==> config.mk <==
export PLATFORM = sky130hd
export DESIGN_NAME = x86_mem_operand_dec
export DESIGN_NICKNAME = d
export VERILOG_FILES = /design/src/rtl/adec_pkg.sv /design/src/rtl/adec_prefix.sv /design/src/rtl/adec_form.sv /design/src/rtl/adec_disp.sv /design/src/rtl/x86_mem_operand_dec.sv
export SDC_FILE = /design/constraint.sdc
export NUM_CORES = 1
export LEC_CHECK = 0
export BUFFER_PORTS_ARGS = -buffer_cell sky130_fd_sc_hd__clkbuf_2
export CORE_UTILIZATION = 59
export CTS_BUF_LIST = sky130_fd_sc_hd__clkbuf_2
export DETAILED_ROUTE_END_ITERATION = 10
export MAX_ROUTING_LAYER = met4
export PLACE_DENSITY = 0.86
export SYNTH_ARGS = -nofsm -noshare
export SYNTH_HDL_FRONTEND = slang
export SYNTH_SLANG_ARGS = --single-unit
==> constraint.sdc <==
create_clock -name clk_i -period 5.82 [get_ports clk_i]
set_clock_uncertainty 0.1 [all_clocks]
set_input_delay 1.164 -clock clk_i [delete_from_list [all_inputs] [get_ports clk_i]]
set_output_delay 1.164 -clock clk_i [all_outputs]
set_load 0.05 [all_outputs]
==> src/rtl/adec_pkg.sv <==
package adec_pkg;
  typedef enum logic [2:0] {
    SEG_ES = 3'd0, SEG_CS = 3'd1, SEG_SS = 3'd2,
    SEG_DS = 3'd3, SEG_FS = 3'd4, SEG_GS = 3'd5
  } seg_e;

  typedef enum logic [2:0] {
    S_FIRST, S_MODRM, S_SIB, S_DISP, S_DONE
  } adec_st_e;

  typedef struct packed {
    logic       reg_dir;
    logic       base_vld;
    logic [2:0] base;
    logic       idx_vld;
    logic [2:0] idx;
    logic [1:0] scale;
    logic       need_sib;
    logic [2:0] disp_len;
    seg_e       def_seg;
  } mem_form_t;
endpackage

==> src/rtl/adec_prefix.sv <==
module adec_prefix
  import adec_pkg::*;
(
  input  logic [7:0] byte_i,
  output logic       hit_o,
  output seg_e       seg_o
);
  always_comb begin
    hit_o = 1'b1;
    seg_o = SEG_DS;
    unique case (byte_i)
      8'h26:   seg_o = SEG_ES;
      8'h2E:   seg_o = SEG_CS;
      8'h36:   seg_o = SEG_SS;
      8'h3E:   seg_o = SEG_DS;
      8'h64:   seg_o = SEG_FS;
      8'h65:   seg_o = SEG_GS;
      default: hit_o = 1'b0;
    endcase
  end
endmodule

==> src/rtl/adec_form.sv <==
module adec_form
  import adec_pkg::*;
#(
  parameter int W_DISP_BYTES = 4
) (
  input  logic       addr32_i,
  input  logic [1:0] mod_i,
  input  logic [2:0] rm_i,
  input  logic [7:0] sib_i,
  output mem_form_t  form_o
);
  localparam logic [2:0] L32 = 3'(W_DISP_BYTES);
  localparam logic [2:0] L16 = 3'(W_DISP_BYTES / 2);

  logic [1:0] sib_sc;
  logic [2:0] sib_ix, sib_bs;
  logic [2:0] mod_len;
  assign sib_sc = sib_i[7:6];
  assign sib_ix = sib_i[5:3];
  assign sib_bs = sib_i[2:0];

  always_comb begin
    unique case (mod_i)
      2'b01:   mod_len = 3'd1;
      2'b10:   mod_len = addr32_i ? L32 : L16;
      default: mod_len = 3'd0;
    endcase
  end

  always_comb begin
    form_o          = '0;
    form_o.def_seg  = SEG_DS;
    form_o.disp_len = mod_len;
    if (mod_i == 2'b11) begin
      form_o.reg_dir  = 1'b1;
      form_o.disp_len = 3'd0;
    end else if (addr32_i) begin
      if (rm_i == 3'd4) begin
        form_o.need_sib = 1'b1;
        form_o.scale    = sib_sc;
        form_o.idx_vld  = (sib_ix != 3'd4);
        form_o.idx      = (sib_ix != 3'd4) ? sib_ix : 3'd0;
        if (sib_bs == 3'd5 && mod_i == 2'b00) begin
          form_o.disp_len = L32;
        end else begin
          form_o.base_vld = 1'b1;
          form_o.base     = sib_bs;
          if (sib_bs == 3'd4 || sib_bs == 3'd5) form_o.def_seg = SEG_SS;
        end
      end else if (rm_i == 3'd5 && mod_i == 2'b00) begin
        form_o.disp_len = L32;
      end else begin
        form_o.base_vld = 1'b1;
        form_o.base     = rm_i;
        if (rm_i == 3'd5) form_o.def_seg = SEG_SS;
      end
    end else begin
      if (rm_i == 3'd6 && mod_i == 2'b00) begin
        form_o.disp_len = L16;
      end else begin
        form_o.base_vld = 1'b1;
        // bx=3 bp=5 si=6 di=7
        unique case (rm_i)
          3'd0, 3'd1, 3'd7: form_o.base = 3'd3;
          3'd2, 3'd3, 3'd6: form_o.base = 3'd5;
          3'd4:             form_o.base = 3'd6;
          default:          form_o.base = 3'd7;
        endcase
        if (!rm_i[2]) begin
          form_o.idx_vld = 1'b1;
          form_o.idx     = rm_i[0] ? 3'd7 : 3'd6;
        end
        if (rm_i == 3'd2 || rm_i == 3'd3 || rm_i == 3'd6) form_o.def_seg = SEG_SS;
      end
    end
  end
endmodule

==> src/rtl/adec_disp.sv <==
module adec_disp #(
  parameter int NBYTES = 4,
  localparam int IW = (NBYTES > 1) ? $clog2(NBYTES) : 1,
  localparam int W  = 8 * NBYTES
) (
  input  logic          clk_i,
  input  logic          rst_ni,
  input  logic          clr_i,
  input  logic          wr_i,
  input  logic [IW-1:0] idx_i,
  input  logic [7:0]    byte_i,
  input  logic [2:0]    len_i,
  output logic [W-1:0]  disp_o
);
  logic [NBYTES-1:0][7:0] b_q;

  for (genvar k = 0; k < NBYTES; k++) begin : g_byte
    always_ff @(posedge clk_i or negedge rst_ni) begin
      if (!rst_ni)                          b_q[k] <= '0;
      else if (clr_i)                       b_q[k] <= '0;
      else if (wr_i && idx_i == IW'(k))     b_q[k] <= byte_i;
    end
  end

  logic sgn;
  always_comb begin
    sgn = 1'b0;
    for (int k = 0; k < NBYTES; k++)
      if (32'(len_i) == k + 1) sgn = b_q[k][7];
    for (int k = 0; k < NBYTES; k++)
      disp_o[8*k +: 8] = (k < 32'(len_i)) ? b_q[k] : {8{sgn}};
  end
endmodule

==> src/rtl/x86_mem_operand_dec.sv <==
module x86_mem_operand_dec
  import adec_pkg::*;
#(
  parameter int DISP_BYTES = 4,
  localparam int DW  = 8 * DISP_BYTES,
  localparam int CW  = (DISP_BYTES > 1) ? $clog2(DISP_BYTES) : 1
) (
  input  logic          clk_i,
  input  logic          rst_ni,
  input  logic          addr32_i,
  input  logic [7:0]    byte_i,
  input  logic          valid_i,
  output logic          ready_o,
  output logic          done_o,
  output logic          reg_direct_o,
  output logic          base_vld_o,
  output logic [2:0]    base_o,
  output logic          index_vld_o,
  output logic [2:0]    index_o,
  output logic [1:0]    scale_o,
  output logic [DW-1:0] disp_o,
  output logic [2:0]    seg_o,
  output logic [3:0]    len_o
);
  adec_st_e  st_q, st_d;
  logic      ovr_vld_q;
  seg_e      ovr_seg_q;
  logic [4:0] mrm_q;
  logic [7:0] sib_q;
  logic [CW-1:0] dcnt_q;

  logic acc, in_mrm, pfx_hit;
  logic take_pfx, take_mrm, take_sib, take_disp, last_disp;
  seg_e pfx_seg;
  logic [4:0] cur_mrm;
  logic [7:0] cur_sib;
  mem_form_t form;

  assign ready_o = (st_q != S_DONE);
  assign acc     = valid_i && ready_o;
  assign in_mrm  = (st_q == S_FIRST) || (st_q == S_MODRM);
  assign cur_mrm = in_mrm ? {byte_i[7:6], byte_i[2:0]} : mrm_q;
  assign cur_sib = (st_q == S_SIB) ? byte_i : sib_q;

  adec_prefix u_pfx (.byte_i(byte_i), .hit_o(pfx_hit), .seg_o(pfx_seg));

  adec_form #(.W_DISP_BYTES(DISP_BYTES)) u_form (
    .addr32_i(addr32_i), .mod_i(cur_mrm[4:3]), .rm_i(cur_mrm[2:0]),
    .sib_i(cur_sib), .form_o(form)
  );

  assign take_pfx  = acc && (st_q == S_FIRST) && pfx_hit;
  assign take_mrm  = acc && (((st_q == S_FIRST) && !pfx_hit) || (st_q == S_MODRM));
  assign take_sib  = acc && (st_q == S_SIB);
  assign take_disp = acc && (st_q == S_DISP);
  assign last_disp = (3'(dcnt_q) + 3'd1) == form.disp_len;

  always_comb begin
    st_d = st_q;
    unique case (st_q)
      S_FIRST, S_MODRM: begin
        if (take_pfx)      st_d = S_MODRM;
        else if (take_mrm) st_d = form.need_sib ? S_SIB :
                                  (form.disp_len != 3'd0) ? S_DISP : S_DONE;
      end
      S_SIB:   if (take_sib) st_d = (form.disp_len != 3'd0) ? S_DISP : S_DONE;
      S_DISP:  if (take_disp && last_disp) st_d = S_DONE;
      default: st_d = S_FIRST;
    endcase
  end

  always_ff @(posedge clk_i or negedge rst_ni) begin
    if (!rst_ni) begin
      st_q      <= S_FIRST;
      ovr_vld_q <= 1'b0;
      ovr_seg_q <= SEG_DS;
      mrm_q     <= '0;
      sib_q     <= '0;
      dcnt_q    <= '0;
    end else begin
      st_q <= st_d;
      if (take_pfx) begin
        ovr_vld_q <= 1'b1;
        ovr_seg_q <= pfx_seg;
      end else if (take_mrm && st_q == S_FIRST) begin
        ovr_vld_q <= 1'b0;
      end
      if (take_mrm) begin
        mrm_q  <= cur_mrm;
        sib_q  <= '0;
        dcnt_q <= '0;
      end
      if (take_sib)  sib_q  <= byte_i;
      if (take_disp) dcnt_q <= dcnt_q + CW'(1);
    end
  end

  adec_disp #(.NBYTES(DISP_BYTES)) u_disp (
    .clk_i(clk_i), .rst_ni(rst_ni), .clr_i(take_mrm), .wr_i(take_disp),
    .idx_i(dcnt_q), .byte_i(byte_i), .len_i(form.disp_len), .disp_o(disp_o)
  );

  assign done_o       = (st_q == S_DONE);
  assign reg_direct_o = form.reg_dir;
  assign base_vld_o   = form.base_vld;
  assign base_o       = form.base;
  assign index_vld_o  = form.idx_vld;
  assign index_o      = form.idx;
  assign scale_o      = form.scale;
  assign seg_o        = ovr_vld_q ? ovr_seg_q : form.def_seg;
  assign len_o        = 4'(ovr_vld_q) + 4'd1 + 4'(form.need_sib) + 4'(form.disp_len);
endmodule

======== Yosys cells after proc, flatten, opt, wreduce, memory -nomap -nowiden ========
Cells that the tools add are included.
cells by class
  $lt $le $gt $ge ......................... 4
  multiplexer cells ....................... 62
  $add $sub $neg .......................... 5
  reduce and logical (&&, ||, !) cells .... 39
  eq/ne operators ......................... 35
operators with widths
  cell                                               number
  2-to-1 mux 8 bit                                   17
  2-to-1 mux 3 bit                                   17
  == test 8 x 6 -> 1 bit, second input constant      4
  == test 3 bit, second input constant               8
  == test 3 x 2 -> 1 bit, second input constant      6
  case mux 3 bit (3 select lines)                    2
  == test 8 x 7 -> 1 bit, second input constant      2
  logical AND 1 bit                                  16
  2-to-1 mux 4 bit                                   4
  case mux 3 bit (5 select lines)                    1
  nonzero test 2 bit                                 7
  2-to-1 mux 1 bit                                   13
  2-to-1 mux 6 bit                                   2
  2-to-1 mux 11 bit                                  1
  == test 3 x 1 -> 1 bit, second input constant      3
  != test 3 bit, second input constant               3
  == test 2 bit, second input constant               4
  2-to-1 mux 7 bit                                   1
  zero test 3 bit                                    2
  < comparator 1 x 3 -> 1 bit, first input constant  2
  < comparator 2 x 3 -> 1 bit, first input constant  2
  case mux 3 bit (2 select lines)                    1
  OR reduction 3 bit                                 2
  OR reduction 6 bit                                 1
  other kinds (17)                                   24
word-level totals
  register bits after elaboration ......... 54
  bits of input ports ..................... 12
  logic and storage cells ................. 155

======== Logic depth before layout (Yosys ltp) ========
  depth in word-level cells ............... 16
  gate-level depth with buffers ........... 14
  gate-level depth less buffers ........... 13

======== Cells and area by module ========
From an unflattened synthesis, not the netlist that was laid out.
unflattened totals
  cell total of the unflattened synthesis .. 389
  area total of the unflattened synthesis .. 3673.5 um^2
by module, submodules not included
  module               area each (um^2)  cells each  times used
  adec_disp            1851.8            185         1
  x86_mem_operand_dec  1298.7            126         1
  adec_form            440.4             68          1
  adec_prefix          82.6              10          1

======== Least setup slack after synthesis ========
OpenSTA, ideal clock, no wires.
  path kind ............................... input-to-output
  start point ............................. in byte_i[6]
  end point ............................... out len_o[2]
  cell stages on the path ................. 11
  slack ................................... 299 ps
  buffers on the path ..................... 1
  arrival time ............................ 4257 ps
  path through ............................ clkbuf_1 -> mux2i_1 -> inv_1 -> ha_1 -> nand2b_1 -> or3_1 -> inv_1 -> ha_1 -> inv_1 -> fa_1 -> xor2_1
on the way
  word-level cells in the longest chain between the ends .. 8
  elaborated cells between the ends (all ways) .. 18
  classes of those cells .................. 2 x add/sub; 3 x eq/ne; 9 x mux; 4 x reduce/logical
RTL lines
  what                                                           RTL line                          text
  start: declaration                                             x86_mem_operand_dec.sv:11         input logic [7:0] byte_i,
  2-to-1 mux 5 bit *                                             x86_mem_operand_dec.sv:42         assign cur_mrm = in_mrm ? {byte_i[7:6], byte_i[2:0]} : mrm_q;
  via cur_mrm[3]                                                 x86_mem_operand_dec.sv:35         logic [4:0] cur_mrm;
  == test 2 bit, or another cell as far along                    adec_form.sv:23                   unique case (mod_i)
  case mux 3 bit (2 select lines), or another cell as far along  adec_form.sv:23
  2-to-1 mux 3 bit, on equally long branches                     adec_form.sv:50, adec_form.sv:43
  2-to-1 mux 6 bit                                               adec_form.sv:38                   if (rm_i == 3'd4) begin
  2-to-1 mux 6 bit                                               adec_form.sv:37                   end else if (addr32_i) begin
  2-to-1 mux 3 bit                                               adec_form.sv:34                   if (mod_i == 2'b11) begin
  adder 3 x 3 -> 4 bit *                                         x86_mem_operand_dec.sv:111        assign len_o = 4'(ovr_vld_q) + 4'd1 + 4'(form.need_sib) + 4'(form.disp_len);
  end: declaration                                               x86_mem_operand_dec.sv:23         output logic [3:0] len_o
The timed path passes the listed nets; every way through them passes the cells marked *.

======== Final worst setup path ========
  start point ............................. in byte_i[7]
  end point ............................... out disp_o[27]
on the way
  word-level cells in the longest chain between the ends .. 13
  elaborated cells between the ends (all ways) .. 25
  classes of those cells .................. 1 x order compare; 7 x eq/ne; 13 x mux; 4 x reduce/logical
RTL lines
  what                                                           RTL line                          text
  2-to-1 mux 5 bit *                                             x86_mem_operand_dec.sv:42
  == test 2 bit, or another cell as far along                    adec_form.sv:23
  case mux 3 bit (2 select lines), or another cell as far along  adec_form.sv:23
  2-to-1 mux 3 bit, on equally long branches                     adec_form.sv:50, adec_form.sv:43
  2-to-1 mux 6 bit                                               adec_form.sv:38
  2-to-1 mux 6 bit                                               adec_form.sv:37
  2-to-1 mux 3 bit *                                             adec_form.sv:34
  == test 3 x 1 -> 1 bit                                         adec_disp.sv:29                   if (32'(len_i) == k + 1) sgn = b_q[k][7];
  2-to-1 mux 1 bit (4 in series)                                 adec_disp.sv:29
  2-to-1 mux 8 bit *                                             adec_disp.sv:31                   disp_o[8*k +: 8] = (k < 32'(len_i)) ? b_q[k] : {8{sgn}};
  end: declaration                                               x86_mem_operand_dec.sv:21         output logic [DW-1:0] disp_o,
Mark *: on every way between the ends. The rest lies on a longest branch, timed or not.

==> summary.txt <==
Global routing
  – Global-route wire length before repair: 14,600 um
  – Gr usage total: 30.1%
  – Number of global-route vias before repair: 2,965
  – Pin count of the biggest net entering global routing: 55
  – GRT Residual Overflow: 0
  – Initial antenna violation count: 0

Worst setup path
  – CP Max Fanout: 10
  – Critical Path, Cell by Cell: clkbuf_2 -> mux2i_1 -> ha_1 -> nor2b_1 -> or4b_2 -> nand2_1 -> a2111oi_4 -> a21oi_1 -> o21ai_0 -> clkbuf_2
  – Crit path buffers/inverters: 2
  – Reg2reg start: st_q[2]
  – R2R Path End: st_q[2]
  – Worst setup EP type: output pin
  – Worst Setup Path Type: in2out
  – R2R depth: 9
  – Reg2Reg Setup Slack: 2.25 ns
  – CP max-delay cell: or4b_2
  – Critical Path Most Common Cell: clkbuf_2
  – Family with the most delay on the worst path: simple AND/OR/NAND/NOR gates
  – WP data required: 4.56 ns
  – Crit path largest cell delay: 0.63 ns
  – Worst Setup Start Kind: primary input
  – Worst endpoint data arrival time: 4.23 ns

STA
  – Setup Viol. Count Final: 0
  – Final worst-path cycle share: 94.3%
  – RSZ-0062 raised after global routing: no
  – Worst Max-Slew Pin Slew: 0.724 ns
  – Slew Limit Fails: 0
  – Max frequency: 0.182 GHz
  – TNS Setup: 0 ns
  – Tmin final: 5.49 ns
  – Final Hold Vio Count: 0
  – Slew headroom: 51.5%

Floorplanning
  – Die area: 6490 um^2
  – Die Wd: 80.5 um
  – Row cnt: 28
  – Initial Util: 61.5%
  – Die Y: 80.5 um
  – Placeable Area: 5920 um^2
  – I/O Pins: 64

Clock tree
  – CTS tree: yes
  – CTS Buf Count: 5
  – CTS root buf: clkbuf_2
  – Clk pin slew, worst setup/hold paths: 0.27 ns
  – Clk_lat worst skew: 0.46 ns
  – PostCTS Resize Cnt: 0
  – Sink Count: 54
  – Htree depth: 2
  – Longest Clk Path Bufs: 2
  – Postcts setup bufs: 0
  – Hold buffer count at CTS: 0

Min path
  – Hold path cells: 2
  – HP Start: ovr_seg_q[1]
  – Hold EP: ovr_seg_q[1]
  – Hold WC Path Type: reg2reg

Drt
  – Via count: 3,422
  – Detailed Route WL: 9220 um
  – DRC viols: 0
  – DRT Pass-1 Iters: 5
  – DRT iter0 DRCs: 289
  – Via-per-instance ratio: 6.07
  – Post-DR wirelength/cell: 16.4 um
  – Post-route ant nets: 0

Synthesis
  – Top_reg_cell synth: dfrtp_1
  – Asr flop ratio synth: 100%
  – Synth Instances: 443
  – Syn Nets: 468
  – Mapped cell area: 3640 um^2
  – FF+latch count, synth: 54
  – Seq/Total Area, Yosys: 37.2%
  – Yosys cell types: 62
  – Post-synth EDFFs: 0
  – Avg Synthesized Cell Area: 8.21 um^2
  – YS warnings: 0

Finish
  – Nets: 513
  – Post-route insts no fill: 564
  – Number of fill cells: 485
  – Area grow syn2layout: 10.8%
  – # diodes: 0
  – Final instance area: 4030 um^2
  – Util after Layout: 68.1%
  – Layout cell share with drive strength beyond 1: 19.6%

Job
  – Max-Cap Viols: 0

Placed design
  – Placed inst area: 3960 um^2
  – Placer Congestion: 0.953
  – Final HPWL DP: 6380 um
  – Dpl cells: 556
  – Port bufs: 63

Pwr
  – Leakage: 0.00195 uW
  – Maximum VDD drop: 0.371 mV
  – Design Power: 1670 uW
  – P per Cell Area: 414 nW/um^2

Run status
  – Status: finished, final reports clean
==> tightest hold or removal path: stages (launching register included) <==
cell     delay (ns)
dfstp_2        0.43
inv_1          0.06
o21ai_0        0.08
==> power by group <==
| part | total, uW | internal [uW] | switching (uW) |
|---|---|---|---|
| sequential | 486 | 429 | 56.6 |
| combinational | 984 | 290 | 693 |
| clock | 200 | 73.7 | 126 |
==> synthesized netlist by cell type, drive strengths merged, types with 5 or more instances <==
master / instances / share of area [%]
nor2b: 6 / 1.0
o21ai: 22 / 3.0
nand3: 36 / 5.0
buf: 15 / 2.3
clkbuf: 19 / 2.0
a21oi: 47 / 6.5
inv: 23 / 2.4
a21o: 20 / 4.1
or3: 5 / 0.86
and2: 11 / 1.9
nor2: 24 / 2.5
mux2i: 16 / 4.4
nand2: 68 / 7.0
dfrtp: 52 / 36
nand3b: 5 / 1.0
ha: 12 / 4.1
==> stage by stage <==
stage | worst slack (ns) | hold slack, ns
6_report | 0.329 | 0.427
5_1_grt | 0.0183 | 0.457
3_5_place_dp | 0.357 | 0.394
4_1_cts | 0.363 | 0.428
3_3_place_gp | 0.508 | 0.391
2_1_floorplan | 0.299 | 0.366
==> placed cells by master (no fill, tap or decap), drive strengths merged, types with 4 or more instances in the layout <==
cell type  instances
nand3             36
mux2i             16
nand3b             5
clkbuf            68
buf                9
o21ai             22
a21o              20
nor3b              4
or4b               4
nor2b              6
nor3               4
ha                12
nor2              24
inv               24
or3                5
and2              11
a21oi             47
nand2             68
dfrtp             52
mux2               4
==> kinds of logic after synthesis <==
family	after synthesis	share of synthesized area, %
flip-flops	54	37.2
adder cells (fa/ha/maj)	13	4.68
AND/OR/NAND/NOR	176	23.7
multiplexers	20	5.74
AO/OA/AOI/OAI	122	21.8
buffers and inverters	57	6.60
XOR/XNOR	1	0.241
==> how the worst max path moves through the flow <==
stage,cells after the start,slack [ns],endpoint,startpoint
2_1_floorplan,11,0.30,len_o[2],byte_i[6]
3_3_place_gp,10,0.51,disp_o[26],byte_i[7]
3_5_place_dp,10,0.36,disp_o[27],byte_i[7]
4_1_cts,10,0.36,disp_o[27],byte_i[7]
5_1_grt,10,0.02,disp_o[31],st_q[2]
6_report,10,0.33,disp_o[27],byte_i[7]
==> layer usage <==
metal	routed length (um)	GRT usage, %
met4	253	9.46
met3	609	4.43
met5	0	-
met1	4090	41.7
met2	4270	45.4
==> state kept, by name, summed over array words and instances, names as in the netlist <==
signal and cells:
mrm_q 5, ovr_vld_q 1, dcnt_q 2, u_disp.b_q 32
ovr_seg_q 3, st_q 3, sib_q 8
==> layout make-up <==
| class | count | area, um^2 | share of cell area [%] |
|---|---|---|---|
| inverters | 23 | 86.3 | 2.14 |
| clock buffers | 5 | 25.0 | 0.621 |
| multi-input cells | 332 | 2050 | 50.8 |
| clock inverters | 3 | 43.8 | 1.09 |
| repair buffers | 72 | 383 | 9.49 |
| well taps | 75 | 93.8 | 2.33 |
| flip-flops and latches | 54 | 1350 | 33.6 |
No activity file was read; power rests on OpenSTA's default activity.
